==> src/rtl/sec_filter_pkg.sv <==
package sec_filter_pkg;

  typedef enum logic [1:0] {
    ACT_BLOCK_ERR  = 2'd0,
    ACT_BLOCK_ZERO = 2'd1,
    ACT_PASS_SEC   = 2'd2,
    ACT_PASS_NSEC  = 2'd3
  } filt_act_e;

  typedef enum logic [1:0] {
    ST_IDLE  = 2'd0,
    ST_ISSUE = 2'd1,
    ST_WAIT  = 2'd2,
    ST_RESP  = 2'd3
  } ctl_state_e;

  function automatic logic act_is_pass(filt_act_e a);
    return (a == ACT_PASS_SEC) || (a == ACT_PASS_NSEC);
  endfunction

endpackage

==> src/rtl/sec_filter_decide.sv <==
module sec_filter_decide
  import sec_filter_pkg::*;
(
  input  logic      exempt,
  input  logic      nonsec,
  input  logic      master_ns,
  input  logic      err_mode,
  output filt_act_e act
);

  // Priority: exempt first, then non-secure attribution, then master state.
  always_comb begin
    if (exempt) begin
      act = master_ns ? ACT_PASS_NSEC : ACT_PASS_SEC;
    end else if (nonsec) begin
      act = ACT_PASS_NSEC;
    end else if (!master_ns) begin
      act = ACT_PASS_SEC;
    end else begin
      act = err_mode ? ACT_BLOCK_ERR : ACT_BLOCK_ZERO;
    end
  end

endmodule

==> src/rtl/sec_filter_lanes.sv <==
module sec_filter_lanes #(
  parameter int DW  = 64,
  parameter int SZW = 2
) (
  input  logic [SZW-1:0] size,
  output logic [DW-1:0]  mask
);

  localparam int NB = DW / 8;

  for (genvar i = 0; i < NB; i++) begin : g_lane
    assign mask[i*8 +: 8] = {8{32'(i) < (32'd1 << size)}};
  end

endmodule

==> src/rtl/sec_filter_irq.sv <==
module sec_filter_irq (
  input  logic clk,
  input  logic rst_n,
  input  logic block_err_evt,
  input  logic clr,
  output logic status
);

  always_ff @(posedge clk or negedge rst_n) begin
    if (!rst_n) begin
      status <= 1'b0;
    end else if (clr) begin
      status <= 1'b0;
    end else if (block_err_evt) begin
      status <= 1'b1;
    end
  end

endmodule

==> src/rtl/sec_filter_ctrl.sv <==
module sec_filter_ctrl
  import sec_filter_pkg::*;
#(
  parameter int AW  = 32,
  parameter int DW  = 64,
  parameter int SZW = 2
) (
  input  logic           clk,
  input  logic           rst_n,
  input  filt_act_e      act,
  input  logic           m_req_valid,
  output logic           m_req_ready,
  input  logic           m_req_write,
  input  logic [AW-1:0]  m_req_addr,
  input  logic [SZW-1:0] m_req_size,
  input  logic [DW-1:0]  m_req_wdata,
  output logic           m_rsp_valid,
  input  logic           m_rsp_ready,
  output logic           m_rsp_err,
  output logic [DW-1:0]  m_rsp_rdata,
  output logic           s_req_valid,
  input  logic           s_req_ready,
  output logic           s_req_write,
  output logic [AW-1:0]  s_req_addr,
  output logic [SZW-1:0] s_req_size,
  output logic [DW-1:0]  s_req_wdata,
  output logic           s_req_secure,
  input  logic           s_rsp_valid,
  output logic           s_rsp_ready,
  input  logic           s_rsp_err,
  input  logic [DW-1:0]  s_rsp_rdata,
  output logic           block_err_evt
);

  ctl_state_e     st;
  logic           q_write;
  logic [AW-1:0]  q_addr;
  logic [SZW-1:0] q_size;
  logic [DW-1:0]  q_wdata;
  logic           q_sec;
  logic           r_err;
  logic [DW-1:0]  r_data;
  logic [DW-1:0]  lane_mask;
  logic           accept;

  sec_filter_lanes #(.DW(DW), .SZW(SZW)) u_lanes (
    .size (q_size),
    .mask (lane_mask)
  );

  assign m_req_ready   = (st == ST_IDLE);
  assign accept        = m_req_valid && m_req_ready;
  assign block_err_evt = accept && (act == ACT_BLOCK_ERR);

  always_ff @(posedge clk or negedge rst_n) begin
    if (!rst_n) begin
      st      <= ST_IDLE;
      q_write <= 1'b0;
      q_addr  <= '0;
      q_size  <= '0;
      q_wdata <= '0;
      q_sec   <= 1'b0;
      r_err   <= 1'b0;
      r_data  <= '0;
    end else begin
      unique case (st)
        ST_IDLE: begin
          if (accept) begin
            if (act_is_pass(act)) begin
              q_write <= m_req_write;
              q_addr  <= m_req_addr;
              q_size  <= m_req_size;
              q_wdata <= m_req_wdata;
              q_sec   <= (act == ACT_PASS_SEC);
              st      <= ST_ISSUE;
            end else begin
              r_err  <= (act == ACT_BLOCK_ERR);
              r_data <= '0;
              st     <= ST_RESP;
            end
          end
        end
        ST_ISSUE: begin
          if (s_req_ready) st <= ST_WAIT;
        end
        ST_WAIT: begin
          if (s_rsp_valid) begin
            r_err  <= s_rsp_err;
            r_data <= q_write ? '0 : (s_rsp_rdata & lane_mask);
            st     <= ST_RESP;
          end
        end
        ST_RESP: begin
          if (m_rsp_ready) st <= ST_IDLE;
        end
        default: st <= ST_IDLE;
      endcase
    end
  end

  assign s_req_valid  = (st == ST_ISSUE);
  assign s_req_write  = q_write;
  assign s_req_addr   = q_addr;
  assign s_req_size   = q_size;
  assign s_req_wdata  = q_wdata;
  assign s_req_secure = q_sec;
  assign s_rsp_ready  = (st == ST_WAIT);
  assign m_rsp_valid  = (st == ST_RESP);
  assign m_rsp_err    = r_err;
  assign m_rsp_rdata  = r_data;

endmodule

==> src/rtl/sec_filter_top.sv <==
module sec_filter_top
  import sec_filter_pkg::*;
#(
  parameter int AW = 32,
  parameter int DW = 64,
  localparam int SZW = $clog2($clog2(DW / 8) + 1)
) (
  input  logic           clk,
  input  logic           rst_n,
  input  logic           cfg_master_ns,
  input  logic           cfg_err_mode,
  input  logic           irq_clr,
  output logic           irq,
  output logic [AW-1:0]  attr_addr,
  input  logic           attr_exempt,
  input  logic           attr_nonsec,
  input  logic           m_req_valid,
  output logic           m_req_ready,
  input  logic           m_req_write,
  input  logic [AW-1:0]  m_req_addr,
  input  logic [SZW-1:0] m_req_size,
  input  logic [DW-1:0]  m_req_wdata,
  output logic           m_rsp_valid,
  input  logic           m_rsp_ready,
  output logic           m_rsp_err,
  output logic [DW-1:0]  m_rsp_rdata,
  output logic           s_req_valid,
  input  logic           s_req_ready,
  output logic           s_req_write,
  output logic [AW-1:0]  s_req_addr,
  output logic [SZW-1:0] s_req_size,
  output logic [DW-1:0]  s_req_wdata,
  output logic           s_req_secure,
  input  logic           s_rsp_valid,
  output logic           s_rsp_ready,
  input  logic           s_rsp_err,
  input  logic [DW-1:0]  s_rsp_rdata
);

  filt_act_e act;
  logic      block_err_evt;

  assign attr_addr = m_req_addr;

  sec_filter_decide u_decide (
    .exempt    (attr_exempt),
    .nonsec    (attr_nonsec),
    .master_ns (cfg_master_ns),
    .err_mode  (cfg_err_mode),
    .act       (act)
  );

  sec_filter_ctrl #(.AW(AW), .DW(DW), .SZW(SZW)) u_ctrl (
    .clk           (clk),
    .rst_n         (rst_n),
    .act           (act),
    .m_req_valid   (m_req_valid),
    .m_req_ready   (m_req_ready),
    .m_req_write   (m_req_write),
    .m_req_addr    (m_req_addr),
    .m_req_size    (m_req_size),
    .m_req_wdata   (m_req_wdata),
    .m_rsp_valid   (m_rsp_valid),
    .m_rsp_ready   (m_rsp_ready),
    .m_rsp_err     (m_rsp_err),
    .m_rsp_rdata   (m_rsp_rdata),
    .s_req_valid   (s_req_valid),
    .s_req_ready   (s_req_ready),
    .s_req_write   (s_req_write),
    .s_req_addr    (s_req_addr),
    .s_req_size    (s_req_size),
    .s_req_wdata   (s_req_wdata),
    .s_req_secure  (s_req_secure),
    .s_rsp_valid   (s_rsp_valid),
    .s_rsp_ready   (s_rsp_ready),
    .s_rsp_err     (s_rsp_err),
    .s_rsp_rdata   (s_rsp_rdata),
    .block_err_evt (block_err_evt)
  );

  sec_filter_irq u_irq (
    .clk           (clk),
    .rst_n         (rst_n),
    .block_err_evt (block_err_evt),
    .clr           (irq_clr),
    .status        (irq)
  );

endmodule

==> config.mk <==
export PLATFORM = sky130hd
export DESIGN_NAME = sec_filter_top
export DESIGN_NICKNAME = d
export VERILOG_FILES = /design/src/rtl/sec_filter_pkg.sv /design/src/rtl/sec_filter_decide.sv /design/src/rtl/sec_filter_lanes.sv /design/src/rtl/sec_filter_irq.sv /design/src/rtl/sec_filter_ctrl.sv /design/src/rtl/sec_filter_top.sv
export SDC_FILE = /design/constraint.sdc
export NUM_CORES = 1
export LEC_CHECK = 0
export ABC_AREA = 0
export BUFFER_PORTS_ARGS = -buffer_cell sky130_fd_sc_hd__buf_2
export CAP_MARGIN = 20
export CORE_AREA = 2 2 147 149
export DETAILED_ROUTE_END_ITERATION = 10
export DIE_AREA = 0 0 149 151
export PLACE_DENSITY_LB_ADDON = 0.1
export SYNTH_ARGS = -nofsm -noshare
export SYNTH_HDL_FRONTEND = slang
export SYNTH_SLANG_ARGS = --single-unit
==> constraint.sdc <==
create_clock -name clk -period 2.2 [get_ports clk]
set_input_delay 0.44 -clock clk [delete_from_list [all_inputs] [get_ports clk]]
set_output_delay 0.44 -clock clk [all_outputs]
set_load 0.02 [all_outputs]
==> results of run 1 <==
[cell usage in the layout (no fill, tap or decap), types with 2 or more instances in the layout]
cell type	count
buf_4	14
inv_6	2
clkinvlp_4	5
and3_1	24
dfrtp_1	168
inv_1	43
buf_6	2
clkbuf_16	18
buf_2	375
mux2i_1	44
nor2b_1	3
diode_2	7
inv_8	2
buf_12	6
ha_2	2
nand2_1	42
nor2_1	3
clkbuf_1	2
mux2_1	10
mux2_2	114
ha_1	2
bufinv_16	3
[worst reg2reg max path, cell delays in order, from the launching register on]
cell and delay [ns]:
dfrtp_1 0.38, inv_1 0.09, ha_2 0.23, nor2b_1 0.19
a2111oi_4 0.32, buf_4 0.19, buf_6 0.21, mux2_2 0.36
[state kept, by name, indices dropped and copies added (netlist names), 2 cells and up]
name and count:
u_ctrl.s_req_wdata 64, u_ctrl.s_req_size 2, u_ctrl.s_req_addr 32, u_ctrl.m_rsp_rdata 64, u_ctrl.st 2
[cell type report]
| class | instances | area [sq um] | share of cell area [%] |
|---|---|---|---|
| Clock buffer | 19 | 433 | 4.40 |
| Multi-Input combinational cell | 256 | 2350 | 23.9 |
| Inverter | 43 | 161 | 1.64 |
| Timing Repair Buffer | 399 | 2160 | 22.0 |
| Clock inverter | 12 | 168 | 1.70 |
| Antenna cell | 7 | 17.5 | 0.178 |
| Sequential cell | 168 | 4200 | 42.7 |
| Tap cell | 275 | 344 | 3.50 |
[timing repair]
action,4_1_cts,5_1_grt
resized for setup,0,3
hold buffers,1,0
setup buffers,0,1
endpoints found under the setup margin,0,42
hold endpoints to repair,22,0
[worst paths after layout]
path	endpoint	depth (start not counted)
setup / recovery	u_ctrl.m_rsp_rdata[21]	7
hold / removal	u_irq.status	2
setup reg to reg	u_ctrl.m_rsp_rdata[21]	7
hold reg to reg	u_ctrl.m_rsp_rdata[23]	1
max in group asynchronous	u_ctrl.m_rsp_rdata[14]	3
min in group asynchronous	u_ctrl.s_req_addr[24]	2
[power by group]
group	total, W	internal [W]	leakage (nW)	switching [W]
registers	0.00497	0.00434	2.12	0.000630
clock network	0.00309	0.00180	0.276	0.00128
logic	0.00652	0.00279	2.72	0.00373
[metal layers]
metal  GRT usage, %  vias up  share of wire (%)
li1               -     2455                  -
met5              0        -                  0
met3           6.63       20                8.9
met4           5.81        0                1.5
met1           19.4     2554                 39
met2           28.4      208                 51
[metrics by stage]
step,instances,area [sq um]
after global routing,1173,9820
final,1179,9830
after global placement,1138,9180
after floorplan,525,7100
after CTS,1170,9790
after detailed placement,1138,9180
[cell families after synthesis]
logic type	synth area share (%)
and+or+nand+nor	5.48
buffers and inverters	7.90
muxes	25.9
DFF	59.2
adders and majority gates	0.705
AOI/OAI and AO/OA	0.828
==> results.tsv, run 1 <==
stage	metric	value	unit
detailed_routing	vias_per_cell	4.44	
yosys	synth_edf_count	0	
worst_setup_path	critPathTopFamily	buffers and inverters	
yosys	synth_nets	704	
place	gp_congestion	0.795	
worst_setup_path	r2r_start	u_ctrl.st[0]	
worst_setup_path	path_cells	inv_1 > ha_2 > nor2b_1 > a2111oi_4 > buf_4 > buf_6 > mux2_2	
yosys	syn_area_per_cell	13.5	sq um
power	power.total	0.0146	W
timing	fin_crit_sh	95.1	%
timing	fin_skew	0.00828	ns
worst_setup_path	worstSetupPathType	reg2reg	
floorplan	dieWidth	149	microns
min_path	min_from	irq_clr	
clock_tree	tritoncts.num_buffers	17	
global_route	grt_first_pass_wirelength	29200	microns
layout	drive_gt1_share	61.0	%
power	peakVddDrop	0.000736	V
yosys	netlist.area_leader.share	59.2	%
timing	min_period	2.09	ns
layout	fin_util	47.2	%
worst_setup_path	cpPeakStageDelay	0.38	ns
floorplan	io_pins	377	
floorplan	fp-row-count	53	
clock_tree	clk_pin_slew	0.06	ns
detailed_routing	drc	0	
worst_setup_path	start_kind	flop	
detailed_routing	wl	19600	microns
timing	rsz0062_at_grt	false	
outcome	status	finished clean	
yosys	synthCells	525	
layout	n_fill_cell	1967	
power	power_density	1480	mW/mm^2
yosys	synth.area.top_cells	dfrtp_1 59%, mux2_2 18%, mux2i_1 6.2%	
floorplan	die_area	0.0225	sq mm
min_path	min-delay-path-class	in2reg	
worst_setup_path	arrival	2.40	ns
worst_setup_path	worstPathMaxFanout	16	
layout	layout.nets	1064	
detailed_routing	ant_nets	0	
worst_setup_path	endpoint_kind	flop	
global_route	grt_max_degree	53	
timing	finalMaxSlewViolations	0	
worst_setup_path	r2r_slack	0.11	ns
timing	setup_violations	0	
yosys	synth_ff_type	dfrtp_1	
global_route	antenna_found_initial	2	
global_route	track_usage	16.8	%
place	portBuffers	376	
worst_setup_path	crit_buf_inv	3	
detailed_routing	vias	5237	
floorplan	initial_utilization	34.1	%
worst_setup_path	critPathRequiredTime	2.51	ns
detailed_routing	wl_per_cell	16.6	microns
yosys	async_reset_ff_share	100	%
timing	fmax	478	MHz
timing	hold_viol	0	
floorplan	core	0.0208	sq mm
detailed_routing	drt_pass1_iterations	4	
clock_tree	cts_tree	yes	
timing	layout_setup_ws	0.109	ns
timing	setup-tns-final	0	ns
clock_tree	htreeDepth	4	
floorplan	die_y	151	microns
yosys	syn-cell-area	0.00710	sq mm
layout	synthToLayoutAreaGrowth	38.5	%
detailed_routing	drt_iter0_drc	165	
yosys	synth.distinct_cells	26	
timing	hold-worst-slack	0.165	ns
clock_tree	clock_path_buffers	2	
global_route	overflow	0	
yosys	synth.most_common_cell	dfrtp_1	
worst_setup_path	startpoint	u_ctrl.st[0]	
clock_tree	clock_sinks	168	
place	dpl.hpwl	14900	microns
worst_setup_path	slowest_stage	dfrtp_1	
yosys	synthTopCellsByCount	168 x dfrtp_1, 114 x mux2_2, 44 x mux2i_1	
power	p_leak	5.11	nW
yosys	synth_top_area_cell	dfrtp_1	
yosys	ys_ff_latch	168	
place	pre_cts_ws	-0.0717	ns
clock_tree	clock_latency	0.42	ns
timing	maxSlewHeadroom	64.2	%
flow_run	drv_cap	0	
clock_tree	cts_root_buffer	clkbuf_16	
yosys	ys_seq_area_share	59.2	%
yosys	yosys_warnings	0	
timing	tightestPinTransition	0.536	ns
global_route	grt_pass1_vias	5545	
No activity file was read; power rests on OpenSTA's default activity.
==> run 2, diff against run 1 <==
--- a/config.mk
+++ b/config.mk
@@ -12,6 +12,7 @@
 export DETAILED_ROUTE_END_ITERATION = 10
 export DIE_AREA = 0 0 149 151
 export PLACE_DENSITY_LB_ADDON = 0.1
+export RECOVER_POWER = 50
 export SYNTH_ARGS = -nofsm -noshare
 export SYNTH_HDL_FRONTEND = slang
 export SYNTH_SLANG_ARGS = --single-unit
==> results.tsv, run 2 (same netlist as run 1, synthesis figures left out) <==
stage	metric	value	unit
outcome	status	finished clean	
clock_tree	cts_root_buffer	clkbuf_16	
clock_tree	clk_pin_slew	0.07	ns
power	power.total	0.0144	W
layout	regArea	0.00420	sq mm
global_route	grt_first_pass_wirelength	29200	microns
worst_setup_path	path_depth	8	
worst_setup_path	critPathRequiredTime	2.54	ns
floorplan	die_y	151	microns
layout	final_common_cell	buf_2	
detailed_routing	wl	19700	microns
layout	layout.nets	1064	
place	portBuffers	376	
detailed_routing	ant_nets	0	
global_route	grt_pass1_vias	5545	
layout	multi_input_area	0.00235	sq mm
worst_setup_path	critPathTopFamily	buffers and inverters	
layout	n_fill_cell	2030	
clock_tree	clock_latency	0.42	ns
floorplan	dieWidth	149	microns
power	p_leak	4.79	nW
timing	maxSlewHeadroom	6.20	%
worst_setup_path	crit_buf_inv	4	
layout	layout_common_cells	275 x buf_2, 168 x dfrtp_1, 114 x mux2_2	
place	dpl.hpwl	14900	microns
clock_tree	htreeDepth	4	
detailed_routing	drc	0	
timing	min_period	2.09	ns
timing	fin_crit_sh	94.9	%
place	gp_congestion	0.795	
timing	hold_viol	0	
min_path	min-delay-path-class	in2reg	
timing	setup-tns-final	0	ns
floorplan	die_area	0.0225	sq mm
power	power_density	1490	mW/mm^2
floorplan	fp-row-count	53	
floorplan	initial_utilization	34.1	%
layout	drive_gt1_share	49.8	%
detailed_routing	vias	5259	
worst_setup_path	arrival	2.43	ns
worst_setup_path	slowest_stage	dfrtp_1	
detailed_routing	vias_per_cell	4.46	
timing	setup_violations	0	
timing	fmax	479	MHz
worst_setup_path	endpoint_kind	flop	
clock_tree	clock_sinks	168	
detailed_routing	wl_per_cell	16.7	microns
timing	rsz0062_at_grt	false	
timing	tightestPinTransition	1.41	ns
flow_run	drv_cap	0	
timing	fin_skew	0.00849	ns
worst_setup_path	path_cells	inv_1 > ha_2 > nor2b_1 > a2111oi_4 > buf_4 > clkbuf_16 > buf_12 > mux2i_1	
floorplan	io_pins	377	
detailed_routing	drt_iter0_drc	153	
worst_setup_path	start_kind	flop	
global_route	grt_max_degree	53	
global_route	overflow	0	
global_route	antenna_found_initial	2	
worst_setup_path	worstPathMaxFanout	20	
worst_setup_path	worst_r2r_path_depth	8	
timing	finalMaxSlewViolations	0	
worst_setup_path	cpPeakStageDelay	0.38	ns
clock_tree	cts_tree	yes	
detailed_routing	drt_pass1_iterations	3	
layout	synthToLayoutAreaGrowth	36.5	%
worst_setup_path	worstSetupPathType	reg2reg	
power	peakVddDrop	0.000731	V
clock_tree	clock_path_buffers	2	
min_path	hold_depth	2	
floorplan	core	0.0208	sq mm
global_route	track_usage	16.8	%
clock_tree	tritoncts.num_buffers	17	
==> run 2: changes by cell type in the layout (fill, tap and decap cells not counted) <==
cell      before  now
buf_2        375  275
clkbuf_2       0    1
clkbuf_1       2  102
buf_8          0    1
buf_12         6    4
==> run 2: timing repair <==
| action | 4_1_cts | 5_1_grt |
|---|---|---|
| endpoints found under the setup margin | 0 | 42 |
| hold endpoints to repair | 22 | 0 |
| hold buffers | 1 | 0 |
| buffers inserted | 0 | 1 |
| gates resized for setup | 0 | 3 |
==> run 2: final timing paths <==
path	to	slack (ns)	start
setup / recovery	u_ctrl.m_rsp_rdata[61]	0.11	u_ctrl.st[0]
hold / removal	u_irq.status	0.17	irq_clr
setup reg to reg	u_ctrl.m_rsp_rdata[61]	0.11	u_ctrl.st[0]
hold reg to reg	u_ctrl.m_rsp_rdata[24]	0.48	u_ctrl.m_rsp_rdata[24]
max in group asynchronous	u_ctrl.m_rsp_rdata[11]	0.30	rst_n
min in group asynchronous	u_ctrl.s_req_addr[24]	0.87	rst_n
==> run 2: final cells by class <==
type	instances	share of cell area [%]
Antenna cell	7	0.181
Inverter	43	1.67
Multi-Input combinational cell	256	24.2
Clock inverter	12	1.73
Tap cell	275	3.55
Sequential cell	168	43.4
Clock buffer	19	4.47
Timing Repair Buffer	399	20.8
==> run 2: metrics by stage <==
stage | utilization [%] | setup WS (ns) | std cells | cell area [sq um] | hold slack, ns
3_5_place_dp | 44.1 | -0.0717 | 1138 | 9180 | 0.446
5_1_grt | 46.5 | 0.00901 | 1173 | 9670 | 0.141
4_1_cts | 47.0 | 0.0649 | 1170 | 9790 | 0.144
3_3_place_gp | 44.1 | -0.0192 | 1138 | 9180 | 0.444
2_1_floorplan | - | 0.0215 | 525 | 7100 | 0.144
6_report | 46.5 | 0.112 | 1179 | 9690 | 0.165
==> run 2: power breakdown <==
group | switching [W] | total, W | internal, W
clock network | 0.00129 | 0.00309 | 0.00180
registers | 0.000647 | 0.00499 | 0.00434
logic | 0.00373 | 0.00637 | 0.00263
==> run 2: metal layers <==
layer / global-route usage (%) / vias to the layer above / part of all wire, %
met5: 0 / - / 0
met4: 5.81 / 0 / 1.5
met3: 6.63 / 20 / 8.9
met2: 28.4 / 208 / 51
met1: 19.4 / 2570 / 39
li1: - / 2461 / -
